$ cat src/rtl/lj_rx_pkg.sv
package lj_rx_pkg;

    typedef enum logic [1:0] {
        ST_SYNC  = 2'd0,
        ST_ARM   = 2'd1,
        ST_SHIFT = 2'd2,
        ST_FULL  = 2'd3
    } rx_state_e;

    // Mask with the top n of w bits set (w <= 32).
    function automatic logic [31:0] top_mask(input int n, input int w);
        logic [31:0] m;
        m = '0;
        for (int i = 0; i < 32; i++) begin
            if (i < w && i >= w - n) m[i] = 1'b1;
        end
        return m;
    endfunction

endpackage

$ cat src/rtl/lj_wclk_edge.sv
module lj_wclk_edge (
    input  logic clk,
    input  logic rst_n,
    input  logic wclk_i,
    output logic level_q,
    output logic edge_seen
);

    always_ff @(posedge clk) begin
        if (!rst_n) level_q <= 1'b0;
        else        level_q <= wclk_i;
    end

    assign edge_seen = wclk_i ^ level_q;

endmodule

$ cat src/rtl/lj_word_asm.sv
module lj_word_asm #(
    parameter int DATA_W = 24,
    parameter int CNT_W  = 5
) (
    input  logic              clk,
    input  logic              rst_n,
    input  logic              start,
    input  logic              shift_en,
    input  logic              sdata,
    output logic [DATA_W-1:0] word,
    output logic [CNT_W-1:0]  count
);

    always_ff @(posedge clk) begin
        if (!rst_n) begin
            word  <= '0;
            count <= '0;
        end else if (start) begin
            word  <= {sdata, {(DATA_W-1){1'b0}}};
            count <= CNT_W'(1);
        end else if (shift_en) begin
            for (int i = 0; i < DATA_W; i++) begin
                if (i == DATA_W - 1 - int'(count)) word[i] <= sdata;
            end
            count <= count + CNT_W'(1);
        end
    end

endmodule

$ cat src/rtl/lj_audio_rx.sv
module lj_audio_rx
    import lj_rx_pkg::*;
#(
    parameter int DATA_W  = 24,
    parameter int LEN_W   = 5,
    parameter int MIN_LEN = 16
) (
    input  logic              clk,
    input  logic              rst_n,
    input  logic              wclk_i,
    input  logic              sdata_i,
    input  logic [LEN_W-1:0]  word_len_i,
    output logic [DATA_W-1:0] smp_data_o,
    output logic              smp_valid_o,
    output logic              smp_left_o,
    output logic              smp_short_o
);

    localparam int CNT_W = $clog2(DATA_W + 1);

    rx_state_e          state, state_nxt;
    logic               level_q, edge_seen;
    logic               start, shift_en, emit;
    logic [DATA_W-1:0]  word;
    logic [CNT_W-1:0]   count;
    logic [CNT_W-1:0]   len_eff;

    // Effective word length, clamped to MIN_LEN..DATA_W
    always_comb begin
        if (int'(word_len_i) < MIN_LEN)      len_eff = CNT_W'(MIN_LEN);
        else if (int'(word_len_i) > DATA_W)  len_eff = CNT_W'(DATA_W);
        else                                 len_eff = CNT_W'(word_len_i);
    end

    lj_wclk_edge u_edge (
        .clk       (clk),
        .rst_n     (rst_n),
        .wclk_i    (wclk_i),
        .level_q   (level_q),
        .edge_seen (edge_seen)
    );

    assign start    = edge_seen && (state != ST_SYNC);
    assign shift_en = (state == ST_SHIFT) && !edge_seen;
    assign emit     = edge_seen && (state == ST_SHIFT || state == ST_FULL);

    lj_word_asm #(.DATA_W(DATA_W), .CNT_W(CNT_W)) u_asm (
        .clk      (clk),
        .rst_n    (rst_n),
        .start    (start),
        .shift_en (shift_en),
        .sdata    (sdata_i),
        .word     (word),
        .count    (count)
    );

    // State register
    always_ff @(posedge clk) begin
        if (!rst_n) state <= ST_SYNC;
        else        state <= state_nxt;
    end

    // Next-state logic
    always_comb begin
        state_nxt = state;
        unique case (state)
            ST_SYNC:  state_nxt = ST_ARM;
            ST_ARM:   if (edge_seen) state_nxt = ST_SHIFT;
            ST_SHIFT: begin
                if (edge_seen)                        state_nxt = ST_SHIFT;
                else if (count + CNT_W'(1) >= len_eff) state_nxt = ST_FULL;
            end
            ST_FULL:  if (edge_seen) state_nxt = ST_SHIFT;
        endcase
    end

    // Output register
    always_ff @(posedge clk) begin
        if (!rst_n) begin
            smp_data_o  <= '0;
            smp_valid_o <= 1'b0;
            smp_left_o  <= 1'b0;
            smp_short_o <= 1'b0;
        end else begin
            smp_valid_o <= emit;
            smp_short_o <= emit && (state == ST_SHIFT);
            if (emit) begin
                smp_data_o <= word;
                smp_left_o <= level_q;
            end
        end
    end

    AST_SHORT_HAS_VALID: assert property (@(posedge clk) disable iff (!rst_n)
        smp_short_o |-> smp_valid_o);

    AST_PAD_ZERO: assert property (@(posedge clk) disable iff (!rst_n)
        (smp_valid_o && !smp_short_o) |->
            ((32'(smp_data_o) & ~top_mask(int'(len_eff), DATA_W)) == 32'd0));

    AST_TAG_PREV_LEVEL: assert property (@(posedge clk) disable iff (!rst_n)
        smp_valid_o |-> (smp_left_o != level_q));

    AST_QUIET_UNTIL_ARMED: assert property (@(posedge clk) disable iff (!rst_n)
        (state == ST_SYNC || state == ST_ARM) |=> !smp_valid_o);

    AST_COUNT_BOUND: assert property (@(posedge clk) disable iff (!rst_n)
        count <= len_eff);

endmodule

$ cat config.mk
export PLATFORM = sky130hd
export DESIGN_NAME = lj_audio_rx
export DESIGN_NICKNAME = d
export VERILOG_FILES = /design/src/rtl/lj_rx_pkg.sv /design/src/rtl/lj_wclk_edge.sv /design/src/rtl/lj_word_asm.sv /design/src/rtl/lj_audio_rx.sv
export SDC_FILE = /design/constraint.sdc
export NUM_CORES = 1
export LEC_CHECK = 0
export BUFFER_PORTS_ARGS = -buffer_cell sky130_fd_sc_hd__buf_2
export CAP_MARGIN = 20
export CELL_PAD_IN_SITES_DETAIL_PLACEMENT = 2
export CELL_PAD_IN_SITES_GLOBAL_PLACEMENT = 2
export CORE_MARGIN = 4
export CORE_UTILIZATION = 34
export DETAILED_ROUTE_END_ITERATION = 16
export PLACE_DENSITY_LB_ADDON = 0.1
export SLEW_MARGIN = 40
export SYNTH_ARGS = -nofsm -noshare
export SYNTH_HDL_FRONTEND = slang
export SYNTH_SLANG_ARGS = --single-unit
$ cat constraint.sdc
create_clock -name clk -period 2.36 [get_ports clk]
set_input_delay 0.118 -clock clk [delete_from_list [all_inputs] [get_ports clk]]
set_output_delay 0.118 -clock clk [all_outputs]
set_load 0.02 [all_outputs]
==> Word-level counts from Yosys, hierarchy flattened <==
Index checks and enable logic that the tools add are counted.
Widths: inputs -> output; s select.
{ "word_totals": {"mem_count": 0, "out_inout_bits": 27, "in_bits": 9, "mem_bits_ro": 0, "wordCells": 139, "ff_bits": 59, "ram_bits": 0, "latch_bits": 0} }
{ "classes": {"bitwise": 2, "muxes": 34, "shifts": 0, "multipliers": 0, "order_cmp": 3, "n_eq_ne": 28, "n_reduce_logical": 38, "addsub": 2, "div_mod_pow": 0} }
{ "op_table": {"columns": ["cell", "count"], "rows": [
  ["$eq 5x32->1 const A", 8],
  ["$eq 6x32->1 const A", 8],
  ["$eq 4x32->1 const A", 4],
  ["$eq 3x32->1 const A", 2],
  ["$reduce_and 2->1", 25],
  ["$mux 24", 2],
  ["$eq 2x32->1 const A", 1],
  ["$logic_not 32->1", 1],
  ["$mux 1", 26],
  ["$mux 5", 2],
  ["$mux 2", 3],
  ["$pmux 2 s3", 1],
  ["$reduce_bool 2->1", 3],
  ["$sub 5x5->6 const A", 1],
  ["$add 5x1->5 const B", 1],
  ["$ge 5x5->1", 1],
  ["$gt 5x5->1 const B", 1],
  ["$lt 5x5->1 const B", 1],
  ["$eq 2x2->1 const B", 2],
  ["$logic_and 1x1->1", 4],
  ["$reduce_or 2->1", 2],
  ["$ne 3x2->1 const B", 1],
  ["$eq 2x1->1 const B", 1],
  ["$logic_not 2->1", 1],
  ["5 further kinds", 5]
]} }

==> Depth between registers and ports, before layout <==
Gate-level depths: netlist of run 1.
{ "depth": {"depth_word": 7, "ltp_mapped": 8, "depth_no_buf": 7} }

==> By module <==
From an unflattened synthesis of run 1, not the netlist that was laid out.
{ "unflattened": {"hier_cells": 297, "hier_area_um2": 2742.6} }
{ "by_module_without_submodules": {"columns": ["mod", "cells_per_inst", "n_inst", "area_per_inst_um2", "seq_area_each_um2"], "rows": [
  ["lj_word_asm", 148, 1, 1405.1, 580.6],
  ["lj_audio_rx", 146, 1, 1301.2, 580.6],
  ["lj_wclk_edge", 3, 1, 36.3, 20.0]
]} }

==> Least setup slack after synthesis of run 1 <==
Ideal clock, no wire load.
{ "synth_path": {"kind": "register to register", "from": "reg u_asm.count[3]", "to": "reg u_asm.word[8]", "path_stages_with_launch": 9, "path_slack_ns": 0.470, "path_buffers": 2, "required_time_ns": 2.288, "setup_time_ns": 0.072, "arrival_ns": 1.819, "synth_period_minus_slack_ns": 1.890, "cell_sequence": "dfxtp_1 > clkbuf_1 > inv_1 > ha_1 > and2b_2 > and3_1 > clkbuf_1 > nor2b_1 > mux2i_1"} }
{ "synth_via": {"elab_chain_len": 3} }
{ "synth_lines": {"columns": ["item", "line_no", "text"], "rows": [
  ["start, declared", "lj_word_asm.sv:11", "output logic [CNT_W-1:0] count"],
  ["start signal, assigned", "lj_word_asm.sv:25", "count <= count + CNT_W'(1);"],
  ["$sub 5x5->6", "lj_word_asm.sv:23", "if (i == DATA_W - 1 - int'(count)) word[i] <= sdata;"],
  ["$eq 5x32->1", "lj_word_asm.sv:23", null],
  ["$reduce_and 2->1 (no source line)", null, null],
  ["end signal, assigned", "lj_word_asm.sv:19", "word <= {sdata, {(DATA_W-1){1'b0}}};"],
  ["end, declared", "lj_word_asm.sv:10", "output logic [DATA_W-1:0] word,"]
]} }
Every way passes these cells.
A chain may end at the register's enable or synchronous reset.

==> Final worst setup path of run 1 <==
Ends and elaborated chain as after synthesis.

==> run metrics, run 1 <==
commonest non-fill, non-tap cell in the layout nand2_1; worst path arrival time around 2.1 ns; hold crit path type primary input to register; die height just under 100 microns; PortBufs 35; setup bufs post-CTS 0; TritonRoute pass-1 iters 4; Clk pwr share about two fifths; gr usage total 17.4%; simple-gate share of the synthesized area around 23%; syn_nets 320; fraction of layout cells with a size suffix above 1 between 20% and 30%; Fin Setup TNS 0 ns; post-layout min period approximately 1.9 ns; number of synthesized flops with an enable pin 0; post-cts resize count 0; CP startpoint kind register; CTS tree yes; Antenna Nets Post-Route 0; RSZ-0062 raised after global routing false; final setup vio count 0; worst slew pin tran just over 0.7 ns; CP max stage cell dfxtp_1; Data required, critical path roughly 2.6 ns; post-synth cell types 41; Max Fclk roughly 0.54 GHz; Synth Cell Area approximately 0.0026 sq mm; critical path, cell by cell buf_4 > ha_1 > and2b_2 > and3_1 > nor2b_1 > mux2i_1; DP HPWL between 4000 and 5000 microns; clock slew seen by the registers of the worst setup and hold paths 0.06 ns; Buf+Inv Stages, Crit Path 1; GP Congestion approximately 0.81; DRC Markers 0; sw frac a little over a quarter; synthesis-to-finish area growth 16.0%; final wirelength around 7000 microns; mux cell area share after synthesis ~5%; max incr delay on CP between 0.3 and 0.4 ns; first-pass GRT wire length about 12000 microns; vias in the first global route roughly 2400; later-pin clock latency in the skew report about 0.34 ns; Clock Skew ~0.009 ns; flop and latch count out of synthesis between 50 and 60; Sink Count between 50 and 60; post-synthesis compound-gate area fraction 13.7%; Fillers around 860; peak supply drop about 240 uV; Synth Area in Adders between 5 and 6%; total internal power between 0.001 and 0.0015 W; post-route cell area ~0.0031 sq mm; Seq pwr share 51.2%; ys flop type dfxtp_1; Tcrit/Tclk final 79.1%; Final Hold Fails 0; crit end category register; max-cap violations 0; Nets 356; I/O pin total 36; Routed WL per cell approximately 16 microns; total gr overflow 0; largest family of logic cells by synthesized area simple AND/OR/NAND/NOR gates; initial antenna violation count 0; Hold Buf Count CTS 0; Synth warnings 0; CTS Root Cell clkbuf_8; outcome finished clean; Static Leakage approximately 1.3 nW; fin. max-slew vios 0; power per cell area 657 mW/mm^2; mean area per synthesized cell ~9 sq um; die area between 0.009 and 0.01 sq mm; gate count after technology mapping 300; combinational share of power under 10%; largest net degree at the start of global routing 29; htree depth 3; most frequent cells in the layout nand2_1, dfxtp_1, buf_2; Starting DRT DRC Count between 50 and 60; core area ~0.0074 sq mm; Seq/Total Area, Yosys 44.7%; Max-slew headroom a little over half; Post-Synth XOR/XNOR Area about 3.6%; delay-heaviest family, CP simple AND/OR/NAND/NOR gates; num rows 31; CTS max path bufs 2; Initial Util 35.6%; Num CTS Buffers 9; CP max FO 7; vias roughly 2200; net switching power around 0.00054 W; Async S/R FF share, synth 0%; die width just under 100 microns; vias per cell about 5; Post-DP Area just under 0.003 sq mm; ant diodes 0; Crit Path Class register to register; Pwr Total ~0.002 W
## cells in the mapped netlist (5+ instances only)
cell type | instances | area, sq um
buf_2 | 5 | 25.0
nand3_1 | 7 | 35.0
dfxtp_1 | 59 | 1180
a21oi_1 | 29 | 145
buf_4 | 5 | 37.5
nor2_1 | 11 | 41.3
clkbuf_1 | 8 | 30.0
o31ai_1 | 5 | 37.5
nand2_1 | 75 | 282
mux2i_1 | 13 | 130
o21ai_0 | 7 | 35.0
o211ai_1 | 5 | 37.5
nand4_1 | 8 | 50.1
xnor2_1 | 5 | 43.8
ha_1 | 11 | 138
## stage by stage
step	hold WS, ns	worst slack [ns]	utilization, %	cells
after floorplan	0.240	0.470	-	300
after CTS	0.0742	0.478	41.3	439
after detailed placement	0.434	0.509	39.2	424
final	0.0851	0.494	41.3	439
after global placement	0.425	0.568	39.2	424
after global routing	0.0956	0.326	41.3	439
## power by group through the flow
stage               Combinational, W  Clock (W)  Sequential, W
floorplan                   0.000145          0        0.00105
global placement            0.000194          0        0.00105
finish                      0.000194   0.000788        0.00103
global route                0.000220   0.000871        0.00103
CTS                         0.000199   0.000825        0.00103
detailed placement          0.000198          0        0.00105
## sequential cells by signal (all words and copies together) (netlist names)
signal / flops
smp_data_o: 24
u_asm.word: 24
u_asm.count: 5
state: 2
smp_left_o: 1
smp_short_o: 1
smp_valid_o: 1
u_edge.level_q: 1
## cells by family (layout without fill, tap and decap cells)
group	count (synthesis)	after routing
buf+inv	26	66
fa+ha+maj	11	11
simple gates	124	124
flops	59	59
compound gates	57	57
other cells	1	1
mux	13	13
xor+xnor	9	9
## routing by layer
layer / vias to the layer above / global-route usage, % / wire (microns)
met5: - / 0 / 0
met4: 0 / 7.58 / 160
met3: 14 / 4.14 / 226
met2: 30 / 29.7 / 3440
met1: 1085 / 20.7 / 3210
li1: 1098 / - / -
## path summary, 6_finish.rpt
check | endpoint | depth (start not counted) | slack, ns | startpoint
hold / removal | state[1]$_SDFFE_PN0P_ | 2 | 0.09 | rst_n
hold reg to reg | smp_data_o[16]$_SDFFE_PN0P_ | 2 | 0.45 | smp_data_o[16]$_SDFFE_PN0P_
setup / recovery | u_asm.word[8]$_SDFFE_PP0P_ | 6 | 0.49 | u_asm.count[3]$_SDFFE_PP0P_
setup reg to reg | u_asm.word[8]$_SDFFE_PP0P_ | 6 | 0.49 | u_asm.count[3]$_SDFFE_PP0P_
## cell type report
cell class / count / area, sq um / area share (%)
Clock buffer: 12 / 145 / 4.74
Clock inverter: 3 / 15.0 / 0.490
Inverter: 5 / 18.8 / 0.613
Multi-Input combinational cell: 215 / 1320 / 43.1
Sequential cell: 59 / 1180 / 38.6
Tap cell: 99 / 124 / 4.04
Timing Repair Buffer: 46 / 258 / 8.42
Note: power is estimated with default switching activity, not from simulation.
==> inputs of run 2 (changes only) <==
- CORE_UTILIZATION: 34 -> 31
- clock period: 2.36 -> 1.7 ns (I/O delays scaled with it)
==> run 2 against run 1 <==
Compared with the run above:
- die area up 8.9%
- via count increased by 2.5%
- highest routed layer unchanged
- combinational power rose by 59%
- cell count is 4.8% higher
- core utilization decreased by 1.9 points
- critical path type unchanged
- routed wire length increased by 3.8%
- hold slack got worse by 0.048 ns
==> run metrics, run 2 (synthesis results as in run 1) <==
outcome finished clean; TritonRoute pass-1 iters 4; Fillers 949; setup bufs post-CTS 0; worst path arrival time between 1.5 and 2 ns; clock slew seen by the registers of the worst setup and hold paths approximately 0.07 ns; Finished Layout Cells 460; commonest non-fill, non-tap cell in the layout nand2_1; DRC Markers 0; Antenna Nets Post-Route 0; Pwr Total 0.00302 W; Hold Buf Count CTS 0; vias per cell 4.96; delay-heaviest family, CP simple AND/OR/NAND/NOR gates; max incr delay on CP roughly 0.36 ns; Crit Path Class register to register; Buf+Inv Stages, Crit Path 2; Final Worst Setup Slack between 0.08 and 0.09 ns; vias in the first global route 2480; die height approximately 100 microns; max-cap violations 0; Setup WS pre-CTS -0.0307 ns; placed cells about 440; combinational share of power 10.2%; PortBufs 35; Initial Util 32.0%; later-pin clock latency in the skew report approximately 0.35 ns; synthesis-to-finish area growth 23.4%; fin. max-slew vios 0; top flop regs smp_data_o x24, u_asm.word x24, u_asm.count x5; power per cell area about 930 mW/mm^2; CTS max path bufs 2; initial antenna violation count 0; Static Leakage 1.36 nW; Fin Setup TNS 0 ns; first-pass GRT wire length around 12000 microns; Routed WL per cell 15.9 microns; sw frac a little over a quarter; Max Fclk 0.619 GHz; largest net degree at the start of global routing 29; Clk pwr share 42.6%; DP HPWL about 5200 microns; crit end category register; Clock Skew just over 0.009 ns; Data required, critical path 1.92 ns; ant diodes 0; vias 2283; Num CTS Buffers 9; I/O pin total 36; total internal power approximately 0.0022 W; die width around 100 microns; Tcrit/Tclk final a little over nine tenths; post-layout min period between 1.5 and 2 ns; CP max FO 5; gr usage total between 10% and 20%; CP startpoint kind register; critical path, cell by cell inv_2 > ha_1 > and2b_2 > nand4_4 > buf_4 > o211ai_1 > o31ai_1; Nets 370; Seq pwr share 47.1%; die area between 0.01 and 0.015 sq mm; RSZ-0062 raised after global routing true; most frequent cells in the layout nand2_1, dfxtp_1, buf_2; CP max stage cell dfxtp_2; peak supply drop approximately 420 uV; htree depth 3; CTS tree yes; GP Congestion approximately 0.88; final wirelength about 7300 microns; hold_ws 0.0370 ns; Sink Count 59; Final Hold Fails 0; core area a little over 0.008 sq mm; hold crit path type primary input to register; net switching power approximately 0.0008 W; Starting DRT DRC Count 44; num rows 33; fraction of layout cells with a size suffix above 1 27.0%; total gr overflow 0; final setup vio count 0; CTS Root Cell clkbuf_8
==> run 2: worst paths after layout <==
path	from	endpoint	slack [ns]	depth (start not counted)
setup / recovery	u_asm.count[3]$_SDFFE_PP0P_	u_asm.word[9]$_SDFFE_PP0P_	0.09	7
hold / removal	rst_n	state[1]$_SDFFE_PN0P_	0.04	2
setup reg to reg	u_asm.count[3]$_SDFFE_PP0P_	u_asm.word[9]$_SDFFE_PP0P_	0.09	7
hold reg to reg	u_asm.word[10]$_SDFFE_PP0P_	smp_data_o[10]$_SDFFE_PN0P_	0.45	2
==> run 2: power by group through the flow <==
stage               Combinational, W  Sequential [W]  Clock [W]
detailed placement          0.000314         0.00145          0
global placement            0.000307         0.00145          0
CTS                         0.000318         0.00142    0.00132
global route                0.000348         0.00142    0.00140
floorplan                   0.000202         0.00145          0
finish                      0.000308         0.00142    0.00129
==> run 2: final cells by class <==
cell class                      count  area, sq um  share of cell area (%)
Clock buffer                       11          141                    4.34
Clock inverter                      5         52.6                    1.61
Inverter                            5         18.8                   0.576
Multi-Input combinational cell    215         1350                    41.5
Sequential cell                    59         1190                    36.5
Tap cell                          105          131                    4.03
Timing Repair Buffer               60          375                    11.5
==> run 2: stage by stage <==
| step | util (%) | area [sq um] |
|---|---|---|
| after global placement | 36.7 | 3030 |
| after detailed placement | 36.7 | 3030 |
| after global routing | 39.4 | 3260 |
| after floorplan | - | 2650 |
| after CTS | 39.1 | 3230 |
| final | 39.4 | 3260 |
==> run 2: what timing repair did <==
item	CTS	global route
endpoints found under the setup margin	2	18
pin swaps	0	1
hold endpoints to repair	0	0
gates resized for setup	2	10
==> run 2: routing by layer <==
layer | vias up | track usage (%) | part of all wire [%]
li1 | 1124 | - | -
met1 | 1110 | 19.7 | 46
met2 | 37 | 26.8 | 49
met3 | 12 | 2.92 | 3.0
met4 | 0 | 7.15 | 2.1
met5 | - | 0 | 0
==> run 2: worst reg2reg max path, stage by stage (launching register included) <==
cell and delay (ns):
dfxtp_2 0.36, inv_2 0.05, ha_1 0.27, and2b_2 0.24
nand4_4 0.16, buf_4 0.18, o211ai_1 0.15, o31ai_1 0.10
